==> config.mk <==
export PLATFORM = sky130hd
export DESIGN_NAME = dual_timer_ctrl
export DESIGN_NICKNAME = d
export VERILOG_FILES = /design/src/rtl/dtm_pkg.sv /design/src/rtl/dtm_prescaler.sv /design/src/rtl/dtm_edge_sync.sv /design/src/rtl/dtm_counter.sv /design/src/rtl/dual_timer_ctrl.sv
export SDC_FILE = /design/constraint.sdc
export NUM_CORES = 1
export LEC_CHECK = 0
export CORE_ASPECT_RATIO = 0.75
export CORE_UTILIZATION = 40
export DETAILED_ROUTE_END_ITERATION = 10
export PLACE_DENSITY = 0.58
export SLEW_MARGIN = 40
export SYNTH_ARGS = -nofsm -noshare
export SYNTH_HDL_FRONTEND = slang
export SYNTH_HIERARCHICAL = 1
export SYNTH_SLANG_ARGS = --single-unit
==> constraint.sdc <==
create_clock -name clk -period 7.06 [get_ports clk]
set_input_delay 1.059 -clock clk [delete_from_list [all_inputs] [get_ports clk]]
set_output_delay 1.059 -clock clk [all_outputs]
set_load 0.005 [all_outputs]
==> src/rtl/dtm_pkg.sv <==
package dtm_pkg;
  typedef enum logic [1:0] {
    SRC_DIV512 = 2'b00,
    SRC_DIV256 = 2'b01,
    SRC_DIV4   = 2'b10,
    SRC_EXT    = 2'b11
  } src_sel_e;

  typedef struct packed {
    logic slow;
    logic mid;
    logic fast;
  } taps_t;

  function automatic logic pick_source(input logic [1:0] sel, input taps_t t, input logic ext_evt);
    case (src_sel_e'(sel))
      SRC_DIV512: pick_source = t.slow;
      SRC_DIV256: pick_source = t.mid;
      SRC_DIV4:   pick_source = t.fast;
      default:    pick_source = ext_evt;
    endcase
  endfunction

  function automatic logic [7:0] step_down(input logic [7:0] v);
    step_down = (v == 8'h00) ? 8'hFF : v - 8'h01;
  endfunction
endpackage

==> src/rtl/dtm_prescaler.sv <==
module dtm_prescaler
  import dtm_pkg::*;
#(
  parameter int PW = 9
) (
  input  logic  clk,
  input  logic  rst_n,
  output taps_t taps
);
  localparam int MID_W = PW - 1;

  logic [PW-1:0] div_q;

  always_ff @(posedge clk or negedge rst_n) begin
    if (!rst_n) div_q <= '0;
    else        div_q <= div_q + 1'b1;
  end

  assign taps.slow = &div_q;
  assign taps.mid  = &div_q[MID_W-1:0];
  assign taps.fast = &div_q[1:0];

  // the slowest tap may fire only when the faster ones do
  assert_tap_nesting_R4: assert property (@(posedge clk) disable iff (!rst_n)
    taps.slow |-> (taps.mid && taps.fast));
  // the fast tap never fires two cycles in a row
  assert_fast_tap_single_R4: assert property (@(posedge clk) disable iff (!rst_n)
    taps.fast |=> !taps.fast);
endmodule

==> src/rtl/dtm_edge_sync.sv <==
module dtm_edge_sync (
  input  logic clk,
  input  logic rst_n,
  input  logic async_in,
  output logic rise,
  output logic fall
);
  logic s1_q, s2_q, s3_q;

  always_ff @(posedge clk or negedge rst_n) begin
    if (!rst_n) begin
      s1_q <= 1'b0;
      s2_q <= 1'b0;
      s3_q <= 1'b0;
    end else begin
      s1_q <= async_in;
      s2_q <= s1_q;
      s3_q <= s2_q;
    end
  end

  assign rise = s2_q & ~s3_q;
  assign fall = ~s2_q & s3_q;

  // a synchronized edge is never both directions at once
  assert_edge_exclusive_R5: assert property (@(posedge clk) disable iff (!rst_n)
    !(rise && fall));
  // edges alternate: no rising edge directly after a rising edge
  assert_edge_spacing_R5: assert property (@(posedge clk) disable iff (!rst_n)
    rise |=> !rise);
endmodule

==> src/rtl/dtm_counter.sv <==
module dtm_counter
  import dtm_pkg::*;
#(
  parameter int W = 8
) (
  input  logic         clk,
  input  logic         rst_n,
  input  logic         load,
  input  logic         cnt_en,
  output logic [W-1:0] value,
  output logic         uflow
);
  localparam logic [W-1:0] ALL_ONES = '1;

  logic [W-1:0] cnt_q;

  assign uflow = cnt_en && !load && (cnt_q == '0);

  always_ff @(posedge clk or negedge rst_n) begin
    if (!rst_n)      cnt_q <= ALL_ONES;
    else if (load)   cnt_q <= ALL_ONES;
    else if (cnt_en) cnt_q <= W'(step_down(8'(cnt_q)));
  end

  assign value = cnt_q;

  // a reload leaves the counter at all ones
  assert_reload_ones_R3: assert property (@(posedge clk) disable iff (!rst_n)
    load |=> (value == ALL_ONES));
  // no enable and no reload keeps the value
  assert_hold_idle_R6: assert property (@(posedge clk) disable iff (!rst_n)
    (!cnt_en && !load) |=> $stable(value));
  // an underflow wraps to all ones
  assert_wrap_ones_R7: assert property (@(posedge clk) disable iff (!rst_n)
    uflow |=> (value == ALL_ONES));
endmodule

==> src/rtl/dual_timer_ctrl.sv <==
module dual_timer_ctrl
  import dtm_pkg::*;
#(
  parameter int W  = 8,
  parameter int PW = 9
) (
  input  logic         clk,
  input  logic         rst_n,
  input  logic [1:0]   bus_addr,
  input  logic         bus_wr,
  input  logic [7:0]   bus_wdata,
  output logic [7:0]   bus_rdata,
  input  logic         ext_clk_in,
  input  logic         ext_fall_sel
);
  localparam logic [1:0] A_MODE  = 2'd0;
  localparam logic [1:0] A_CNTA  = 2'd1;
  localparam logic [1:0] A_CNTB  = 2'd2;
  localparam logic [1:0] A_FLAGS = 2'd3;

  logic [7:0]   mode_q;
  logic         toggle_q;
  logic [1:0]   flags_q;
  taps_t        taps;
  logic         ext_rise, ext_fall, ext_evt;
  logic         wr_mode, wr_flags, reload;
  logic         run, cascade, remote;
  logic         en_a, en_b, uf_a, uf_b;
  logic [W-1:0] cnt_a, cnt_b;

  assign run     = mode_q[5];
  assign cascade = mode_q[4];
  assign remote  = mode_q[0];

  assign wr_mode  = bus_wr && (bus_addr == A_MODE);
  assign wr_flags = bus_wr && (bus_addr == A_FLAGS);
  assign reload   = wr_mode && !remote;

  always_ff @(posedge clk or negedge rst_n) begin
    if (!rst_n)       mode_q <= 8'h00;
    else if (wr_mode) mode_q <= bus_wdata & 8'hFD;
  end

  dtm_prescaler #(.PW(PW)) u_pre (
    .clk(clk), .rst_n(rst_n), .taps(taps)
  );

  dtm_edge_sync u_sync (
    .clk(clk), .rst_n(rst_n), .async_in(ext_clk_in),
    .rise(ext_rise), .fall(ext_fall)
  );

  assign ext_evt = ext_fall_sel ? ext_fall : ext_rise;
  assign en_a = run && pick_source(mode_q[7:6], taps, ext_evt);
  assign en_b = cascade ? uf_a : (run && pick_source(mode_q[3:2], taps, ext_evt));

  dtm_counter #(.W(W)) u_cnt_a (
    .clk(clk), .rst_n(rst_n), .load(reload), .cnt_en(en_a),
    .value(cnt_a), .uflow(uf_a)
  );

  dtm_counter #(.W(W)) u_cnt_b (
    .clk(clk), .rst_n(rst_n), .load(reload), .cnt_en(en_b),
    .value(cnt_b), .uflow(uf_b)
  );

  always_ff @(posedge clk or negedge rst_n) begin
    if (!rst_n) begin
      flags_q  <= 2'b00;
      toggle_q <= 1'b0;
    end else begin
      flags_q  <= (flags_q & ~(wr_flags ? bus_wdata[1:0] : 2'b00)) | {uf_b, uf_a};
      if (uf_b) toggle_q <= ~toggle_q;
    end
  end

  always_comb begin
    case (bus_addr)
      A_MODE:  bus_rdata = {mode_q[7:2], toggle_q, mode_q[0]};
      A_CNTA:  bus_rdata = 8'(cnt_a);
      A_CNTB:  bus_rdata = 8'(cnt_b);
      default: bus_rdata = {6'b0, flags_q};
    endcase
  end

  // the toggle moves only on an underflow of counter B
  assert_toggle_steady_R9: assert property (@(posedge clk) disable iff (!rst_n)
    !uf_b |=> $stable(toggle_q));
  // a flag raised by an underflow is visible on the next cycle
  assert_flag_sticky_R7: assert property (@(posedge clk) disable iff (!rst_n)
    uf_a |=> flags_q[0]);
  // while cascaded, counter B moves only on an underflow of counter A
  assert_cascade_gate_R8: assert property (@(posedge clk) disable iff (!rst_n)
    (cascade && !uf_a && !reload) |=> $stable(cnt_b));
  // in remote mode a mode write leaves counter A untouched unless it counts
  assert_remote_keep_R3: assert property (@(posedge clk) disable iff (!rst_n)
    (wr_mode && remote && !en_a) |=> $stable(cnt_a));
  // read-only bit never stored
  assert_bit1_clear_R2: assert property (@(posedge clk) disable iff (!rst_n)
    wr_mode |=> !mode_q[1]);
endmodule

Word level (Yosys, flattened, before mapping). Index checks and enable logic that the tools add are counted.

Bits in registers: 38. Latch bits: 0. Bits in writable memories: 0. Memory bits (read-only): 0. Input port bits: 15. Output and inout port bits: 8. Logic and storage cells: 60. Memories kept: 0.

$add $sub $neg: 3. Multipliers: 0. Divide/modulo/power cells: 0. Order comparisons: 0. Eq/ne operators: 7. Shift-type cells: 0. Mux-type cells: 12. Bitwise gates (word level): 8. Reduce and logical (&&, ||, !) cells: 21.

Operators with widths (count): $mux 8 (6); $pmux 8 s3 (1); $logic_not 8->1 (2); $sub 8x1->8 const B (2); $add 9x1->9 const B (1); $logic_and 1x1->1 (9); $reduce_and 9->1 (1); $eq 2x2->1 const B (4); $reduce_and 8->1 (1); $eq 2x1->1 const B (3); $logic_not 2->1 (3); $pmux 1 s3 (2); $reduce_bool 2->1 (2); $not 1->1 (3); $and 1x1->1 (2); $and 2x2->2 (1); $logic_not 1->1 (2); $mux 1 (2); $mux 2 (1); $not 2->2 (1); $or 2x2->2 (1); $reduce_and 2->1 (1).

Longest topological paths before layout. Gate-level depths: netlist (run 1).

Depth after elaboration: 11. Gate-level depth with buffers: 15. Gate-level depth less buffers: 13.

Modules after synthesis. The synthesis (run 1) kept the hierarchy.

By module, submodules not included: dtm_counter (times used 2, cells each 54, area an instance 526.8 µm², seq. area each 210.2 µm²); dual_timer_ctrl (times used 1, cells each 60, area an instance 664.4 µm², seq. area each 250.2 µm²); dtm_prescaler (times used 1, cells each 28, area an instance 359.1 µm², seq. area each 225.2 µm²); dtm_edge_sync (times used 1, cells each 5, area an instance 90.1 µm², seq. area each 75.1 µm²).

Least setup slack after synthesis (run 1). No wires, ideal clock.

Path type: input to register. From: input port bus_addr[0]. To: register flags_q[1]. Library setup time: 0.118 ns. Arrival time: 2.829 ns. Data required time: 6.942 ns. Setup slack: 4.113 ns. Stages: 10. Buffers on the path: 2. Path through: nor3b_4 -> nor2b_1 -> buf_2 -> nor2b_4 -> and3_2 -> a32o_1 -> buf_4 -> nor2b_4 -> and3_2 -> a21o_1.

Word-level cells in the longest chain between the ends: 10. Elaborated cells between the ends (all ways): 15. Classes of those cells: eq/ne (1); mux (2); bitwise (3); reduce/logical (9).

RTL lines: start: declaration (RTL line dual_timer_ctrl.sv:9) `input logic [1:0] bus_addr,`; $logic_not 2->1 (RTL line dual_timer_ctrl.sv:35) `assign wr_mode = bus_wr && (bus_addr == A_MODE);`; $logic_and 1x1->1 (RTL line dual_timer_ctrl.sv:35); $logic_and 1x1->1 (RTL line dual_timer_ctrl.sv:37) `assign reload = wr_mode && !remote;`; named net reload (RTL line dual_timer_ctrl.sv:26) `logic wr_mode, wr_flags, reload;`; $logic_not 1->1 (RTL line dtm_counter.sv:17) `assign uflow = cnt_en && !load && (cnt_q == '0);`; $logic_and 1x1->1 (2 in series) (RTL line dtm_counter.sv:17); named net uf_a (RTL line dual_timer_ctrl.sv:28) `logic en_a, en_b, uf_a, uf_b;`; $mux 1 (RTL line dual_timer_ctrl.sv:55) `assign en_b = cascade ? uf_a : (run && pick_source(mode_q[3:2], taps, ext_evt));`; named net en_b (RTL line dual_timer_ctrl.sv:28); $logic_and 1x1->1 (2 in series) (RTL line dtm_counter.sv:17); named net uf_b (RTL line dual_timer_ctrl.sv:28); $or 2x2->2 (RTL line dual_timer_ctrl.sv:72) `flags_q <= (flags_q & ~(wr_flags ? bus_wdata[1:0] : 2'b00)) | {uf_b, uf_a};`; end signal: assignment (RTL line dual_timer_ctrl.sv:72); end: declaration (RTL line dual_timer_ctrl.sv:23) `logic [1:0] flags_q;`.

The timed path passes the listed nets, and every way through them passes these cells. A chain may end at the register's enable or synchronous reset.

Final worst setup path (run 1).
From: input port bus_addr[1]. To: output port bus_rdata[6].

Word-level cells in the longest chain between the ends: 2. Elaborated cells between the ends (all ways): 4. Classes of those cells: eq/ne (2); mux (1); reduce/logical (1).

RTL lines: $eq 2x2->1 (tied with other cells) (RTL line dual_timer_ctrl.sv:78) `case (bus_addr)`; $pmux 8 s3 * (RTL line dual_timer_ctrl.sv:78); end: declaration (RTL line dual_timer_ctrl.sv:12) `output logic [7:0] bus_rdata,`.

Mark *: on every way between the ends. The rest lies on a longest branch, timed or not.

==> results of run 1 <==
logic make-up (layout without fill, tap and decap cells):
group,after synthesis,in the layout,synth area share (%)
simple gates,72,72,20.6
compound gates,50,50,15.8
flops,38,38,44.8
mux,17,17,9.76
buf+inv,11,37,2.77
xor+xnor,7,7,2.83
fa+ha+maj,6,6,3.46
sequential cells by signal (all words and copies together), names as in the netlist:
name           count
u_sync/s1_q        1
u_cnt_a/value      8
mode_q             7
u_sync/s2_q        1
u_sync/s3_q        1
toggle_q           1
u_cnt_b/value      8
u_pre/div_q        9
flags_q            2
power groups by stage:
stage | combinational, W | sequential [W] | clock [W]
after floorplan | 0.000105 | 0.000311 | 0
after global placement | 0.000146 | 0.000327 | 0
after detailed placement | 0.000152 | 0.000331 | 0
after CTS | 0.000152 | 0.000327 | 0.000160
after global routing | 0.000171 | 0.000335 | 0.000172
final | 0.000151 | 0.000327 | 0.000154
cell usage in the layout (no fill, tap or decap), types with 3 or more instances in the layout:
master / count
dfrtp_1: 22
clkbuf_8: 6
clkdlybuf4s50_1: 22
nor2_1: 15
nand2b_1: 3
nand3_1: 4
dfstp_2: 16
ha_1: 6
nand2_1: 9
nor2b_1: 6
nor3_1: 14
xor2_1: 4
xnor2_1: 3
nor3b_1: 6
a31o_2: 8
mux2i_1: 8
inv_1: 5
a21oi_1: 16
o21ai_0: 9
nand4_1: 3
mux2_2: 7
routing by layer:
| layer | GRT usage (%) | wire length [um] | vias to the layer above |
|---|---|---|---|
| li1 | - | - | 790 |
| met1 | 26.4 | 2440 | 845 |
| met2 | 29.1 | 2070 | 38 |
| met3 | 4.02 | 202 | 2 |
| met4 | 4.58 | 22 | 0 |
| met5 | 0 | 0 | - |
worst register-to-register path, delay by kind of cell, from the launching register on:
family	cells	cell delay [ns]
flops	1	0.39
fa+ha+maj	2	0.54
simple gates	6	1.28
compound gates	4	1.19
mux	1	0.08
final cells by class:
type | count | share of cell area (%)
multi-input combinational | 152 | 44.6
inverter | 5 | 0.737
sequential | 38 | 38.1
timing repair buffer | 24 | 9.24
tap | 72 | 3.54
clock inverter | 2 | 0.491
clock buffer | 6 | 3.24
worst min path at each step:
| stage | end | slack, ns | start |
|---|---|---|---|
| after detailed placement | u_sync/s2_q | 0.34 | u_sync/s1_q |
| after floorplan | u_sync/s2_q | 0.33 | u_sync/s1_q |
| after global routing | u_sync/s2_q | 0.36 | u_sync/s1_q |
| after global placement | u_sync/s2_q | 0.34 | u_sync/s1_q |
| final | u_sync/s2_q | 0.36 | u_sync/s1_q |
| after CTS | u_sync/s2_q | 0.36 | u_sync/s1_q |
metrics by stage:
stage	std cells	power (W)	instance area, um^2
2_1_floorplan	201	0.000415	2170
4_1_cts	299	0.000638	2550
5_1_grt	299	0.000678	2550
3_5_place_dp	291	0.000482	2450
6_report	299	0.000631	2550
3_3_place_gp	291	0.000473	2450
==> impl_metrics.toml, run 1 <==
[timing]
finalCritPeriodShare_pct = 57.8
setup_violations = 0
drv_slew = 0
fin_tns_setup_ns = 0
max_slew_margin_pct = 57.5
worst_slack_ns = 2.98
fin_crit_ns = 4.08
rsz0062_at_grt = "no"
hold_viol = 0
fmax_ghz = 0.245
worst_slew_pin_slew_ns = 0.635
fin_skew_ns = 0.00325
holdWs_ns = 0.360

[clock_tree]
numCtsBuffers = 5
root_buffer = "clkbuf_8"
cts_buffer_depth = 2
cts_max_level = 2
worst_setup_hold_path_clk_slew_ns = 0.07
post-cts-setup-buffers = 0
cts-hold-fix-buffers = 0
clkSinkCount = 38
clk_latency_ns = 0.28
cts-resized-gates = 0
cts_tree = "yes"

[pwr]
power_frac_comb_pct = 23.9
p_int_w = 0.000430
switching_share_pct = 31.8
p_leak_nw = 1.10
power.density_nw_per_um2 = 248
seqPwrFrac_pct = 51.8
pwr-share-clk_pct = 24.3
p_sw_w = 0.000201
vdd_drop_max_mv = 0.103

[final_layout]
antenna_cells = 0
fillers = 450
drive_above_1_share_pct = 23.8
multi_input_area_um2 = 1140
nNetsFinal = 247
syn2layout_area_growth_pct = 17.5
final_util_pct = 50.5
regArea_um2 = 971

[setup_path]
reg2reg_to = "u_cnt_b/value[4]"
arrival_ns = 3.02
cp_top_family = "buffers and inverters"
critPathMaxFanout = 12
cpMostUsedCell = "clkdlybuf4s50_1"
cp-endpoint = "bus_rdata[6]"
required_ns = 6.00
critPathMaxStageDelay_ns = 0.73
crit_path_end_kind = "primary output"
r2r_slack_ns = 3.49
cp-start-kind = "input pin"
worstSetupPathType = "input pin to primary output"
crit_chain = "clkdlybuf4s50_1 > nor2b_1 > nand2_1 > o21ai_0 > clkdlybuf4s50_1"
rr_startpoint = "u_pre/div_q[0]"
critical-path-slowest-cell = "clkdlybuf4s50_1"
r2r.worst_path.cells = 13
crit_buf_inv = 2
cp-startpoint = "bus_addr[1]"
crit_cells = 5

[synthesis]
ys_seq_area_share_pct = 44.8
synthFlopType = "dfrtp_1"
synth_cell_types = 41
synth_warnings = 6
netlist_area_um2 = 2170
synth-edff-count = 0
yosysTopAreaCell = "dfrtp_1"
postSynthAreaPerCell_um2 = 10.8
synth-seq-cells = 38
syn_inst = 201
synthTopCellsByCount = "dfrtp_1, a21oi_1, dfstp_2, nor2_1, nor3_1"
synth_top_area_share_pct = 25.4
async_flop_share_pct = 100
yosysMostFrequentCell = "dfrtp_1"
synth.area.top_cells = "dfrtp_1, dfstp_2, a21oi_1, mux2i_1, mux2_2"
synth_fp_nets = 222

[die]
die_area_um2 = 5720
die_w_um = 87.0
core_um2 = 5040
die_y_um = 65.7
rows = 22
ios = 23
floorplan.initialDensity_pct = 43.0

[global_route]
grt_pass1_wl_mm = 8.02
antenna_found_initial = 0
overflow = 0
first_global_vias = 1639
grt.total_usage_pct = 18.7
grt_start_max_net_pins = 39

[drt]
antenna_left = 0
detail_route.vias_per_cell = 5.60
route.detailed.drc = 0
wl_per_cell_um = 15.8
drtIter0Drc = 99
drtPass1Iterations = 4
vias = 1675
drt-total-wl_mm = 4.73

[place]
place_ws_ns = 2.98
hpwlAfterDp_mm = 3.50
gp_congestion = 0.785
io_buffers = 22

[min_path]
hold_depth = 0
hold_path.class = "flop to flop"

[run_status]
status = "finished, final reports clean"

[flow_run]
maxCapViolations = 0
Note: power is estimated with default switching activity, not from simulation.
==> inputs of run 2 (changes only) <==
==> constraint.sdc (replaced) <==
create_clock -name clk -period 3.9 [get_ports clk]
set_input_delay 0.585 -clock clk [delete_from_list [all_inputs] [get_ports clk]]
set_output_delay 0.585 -clock clk [all_outputs]
set_load 0.005 [all_outputs]
==> run 2 against run 1 <==
Final cell count up 0.67%; largest power group unchanged; wire length up 1.5%; die area unchanged; critical path type is now flop to flop; largest cell class unchanged; design area up 2.5%.
==> impl_metrics.toml, run 2 (synthesized netlist as in run 1, its figures left out) <==
[run_status]
status = "finished, final reports clean"

[drt]
antenna_left = 0
drtIter0Drc = 93
route.detailed.drc = 0
drtPass1Iterations = 4
detail_route.vias_per_cell = 5.59
vias = 1683
drt-total-wl_mm = 4.80
wl_per_cell_um = 16.0

[die]
core_um2 = 5040
die_w_um = 87.0
ios = 23
die_y_um = 65.7
die_area_um2 = 5720
floorplan.initialDensity_pct = 43.0
rows = 22

[clock_tree]
clk_latency_ns = 0.29
worst_setup_hold_path_clk_slew_ns = 0.07
clkSinkCount = 38
post-cts-setup-buffers = 0
cts-resized-gates = 0
cts-hold-fix-buffers = 0
cts_max_level = 2
cts_buffer_depth = 2
cts_tree = "yes"
root_buffer = "clkbuf_8"
numCtsBuffers = 5

[setup_path]
required_ns = 4.11
critPathMaxFanout = 10
arrival_ns = 3.54
crit_path_end_kind = "flop"
rr_startpoint = "u_pre/div_q[0]"
cp-start-kind = "flop"
cp-startpoint = "u_pre/div_q[0]"
worstSetupPathType = "flop to flop"

[timing]
holdWs_ns = 0.362
worst_slack_ns = 0.569
hold_viol = 0
fin_crit_ns = 3.33
finalCritPeriodShare_pct = 85.4
rsz0062_at_grt = "no"
worst_slew_pin_slew_ns = 0.529
fmax_ghz = 0.300
setup_violations = 0
fin_tns_setup_ns = 0
fin_skew_ns = 0.00419
max_slew_margin_pct = 64.5
drv_slew = 0

[place]
hpwlAfterDp_mm = 3.66
io_buffers = 22
gp_congestion = 0.823
place_ws_ns = 0.501
placed_area_um2 = 2470

[global_route]
grt_start_max_net_pins = 21
overflow = 0
first_global_vias = 1645
grt_pass1_wl_mm = 8.05
antenna_found_initial = 0
grt.total_usage_pct = 19.1

[final_layout]
drive_above_1_share_pct = 24.5
largest_register = "u_pre/div_q"
fin_area_um2 = 2610
largest_register_ffs = 9
nNetsFinal = 249
layout_common_cells = "dfrtp_1, clkdlybuf4s50_1, a21oi_1, dfstp_2, nor2_1"
antenna_cells = 0
syn2layout_area_growth_pct = 20.4

[min_path]
hold_path.class = "flop to flop"
worstHoldStart = "u_sync/s1_q"

[pwr]
p_leak_nw = 1.13
vdd_drop_max_mv = 0.240
power.density_nw_per_um2 = 491

[flow_run]
maxCapViolations = 0
run 2: cell count changes in the layout (fill, tap and decap cells not counted), sizes merged:
cell	delta
buf	+2
bufinv	+2
clkinv	-1
clkinvlp	-1
run 2: path summary, 6_finish.rpt:
path                                    end  slack [ns]  cells past startpoint
max in group asynchronous  u_cnt_b/value[6]        2.71                      2
min                             u_sync/s2_q        0.36                      0
min reg2reg                     u_sync/s2_q        0.36                      0
max reg2reg                u_cnt_b/value[6]        0.57                     13
min in group asynchronous         mode_q[6]        0.55                      1
max                        u_cnt_b/value[6]        0.57                     13
run 2: routing by layer:
| layer | part of all wire, % | vias to the layer above | GRT usage, % |
|---|---|---|---|
| li1 | - | 795 | - |
| met1 | 50 | 839 | 25.8 |
| met2 | 44 | 46 | 28.6 |
| met3 | 5.4 | 3 | 5.15 |
| met4 | 0.90 | 0 | 8.54 |
| met5 | 0 | - | 0 |
run 2: layout make-up:
| type | instances | area [um^2] |
|---|---|---|
| Clock buffer | 6 | 82.6 |
| Clock inverter | 2 | 60.1 |
| Fill cell | 463 | 2430 |
| Inverter | 5 | 18.8 |
| Multi-Input combinational cell | 152 | 1140 |
| Sequential cell | 38 | 971 |
| Tap cell | 72 | 90.1 |
| Timing Repair Buffer | 26 | 250 |
run 2: report_power, final:
part           total [W]  switching (W)  internal, W  leakage [nW]
registers       0.000591       0.000108     0.000483         0.439
logic           0.000277       0.000122     0.000155         0.620
clock network   0.000413       0.000140     0.000273        0.0714
run 2: worst max-delay path: stages, from the launching register on:
cell and delay, ns:
dfrtp_1 0.38, ha_1 0.31, nand3_1 0.11, nor2_1 0.18, ha_1 0.20, mux2i_1 0.07, nor2_1 0.09, o21a_1 0.31
nor2b_4 0.28, and3_2 0.23, a32o_1 0.34, nor2b_4 0.28, a21boi_2 0.34, a21oi_1 0.13
run 2: metrics by stage:
| step | util, % | total power [W] | std cells |
|---|---|---|---|
| 3_3_place_gp | 49.0 | 0.000870 | 293 |
| 4_1_cts | 51.8 | 0.00129 | 301 |
| 3_5_place_dp | 49.0 | 0.000875 | 293 |
| 6_report | 51.8 | 0.00128 | 301 |
| 2_1_floorplan | - | 0.000752 | 201 |
| 5_1_grt | 51.8 | 0.00135 | 301 |
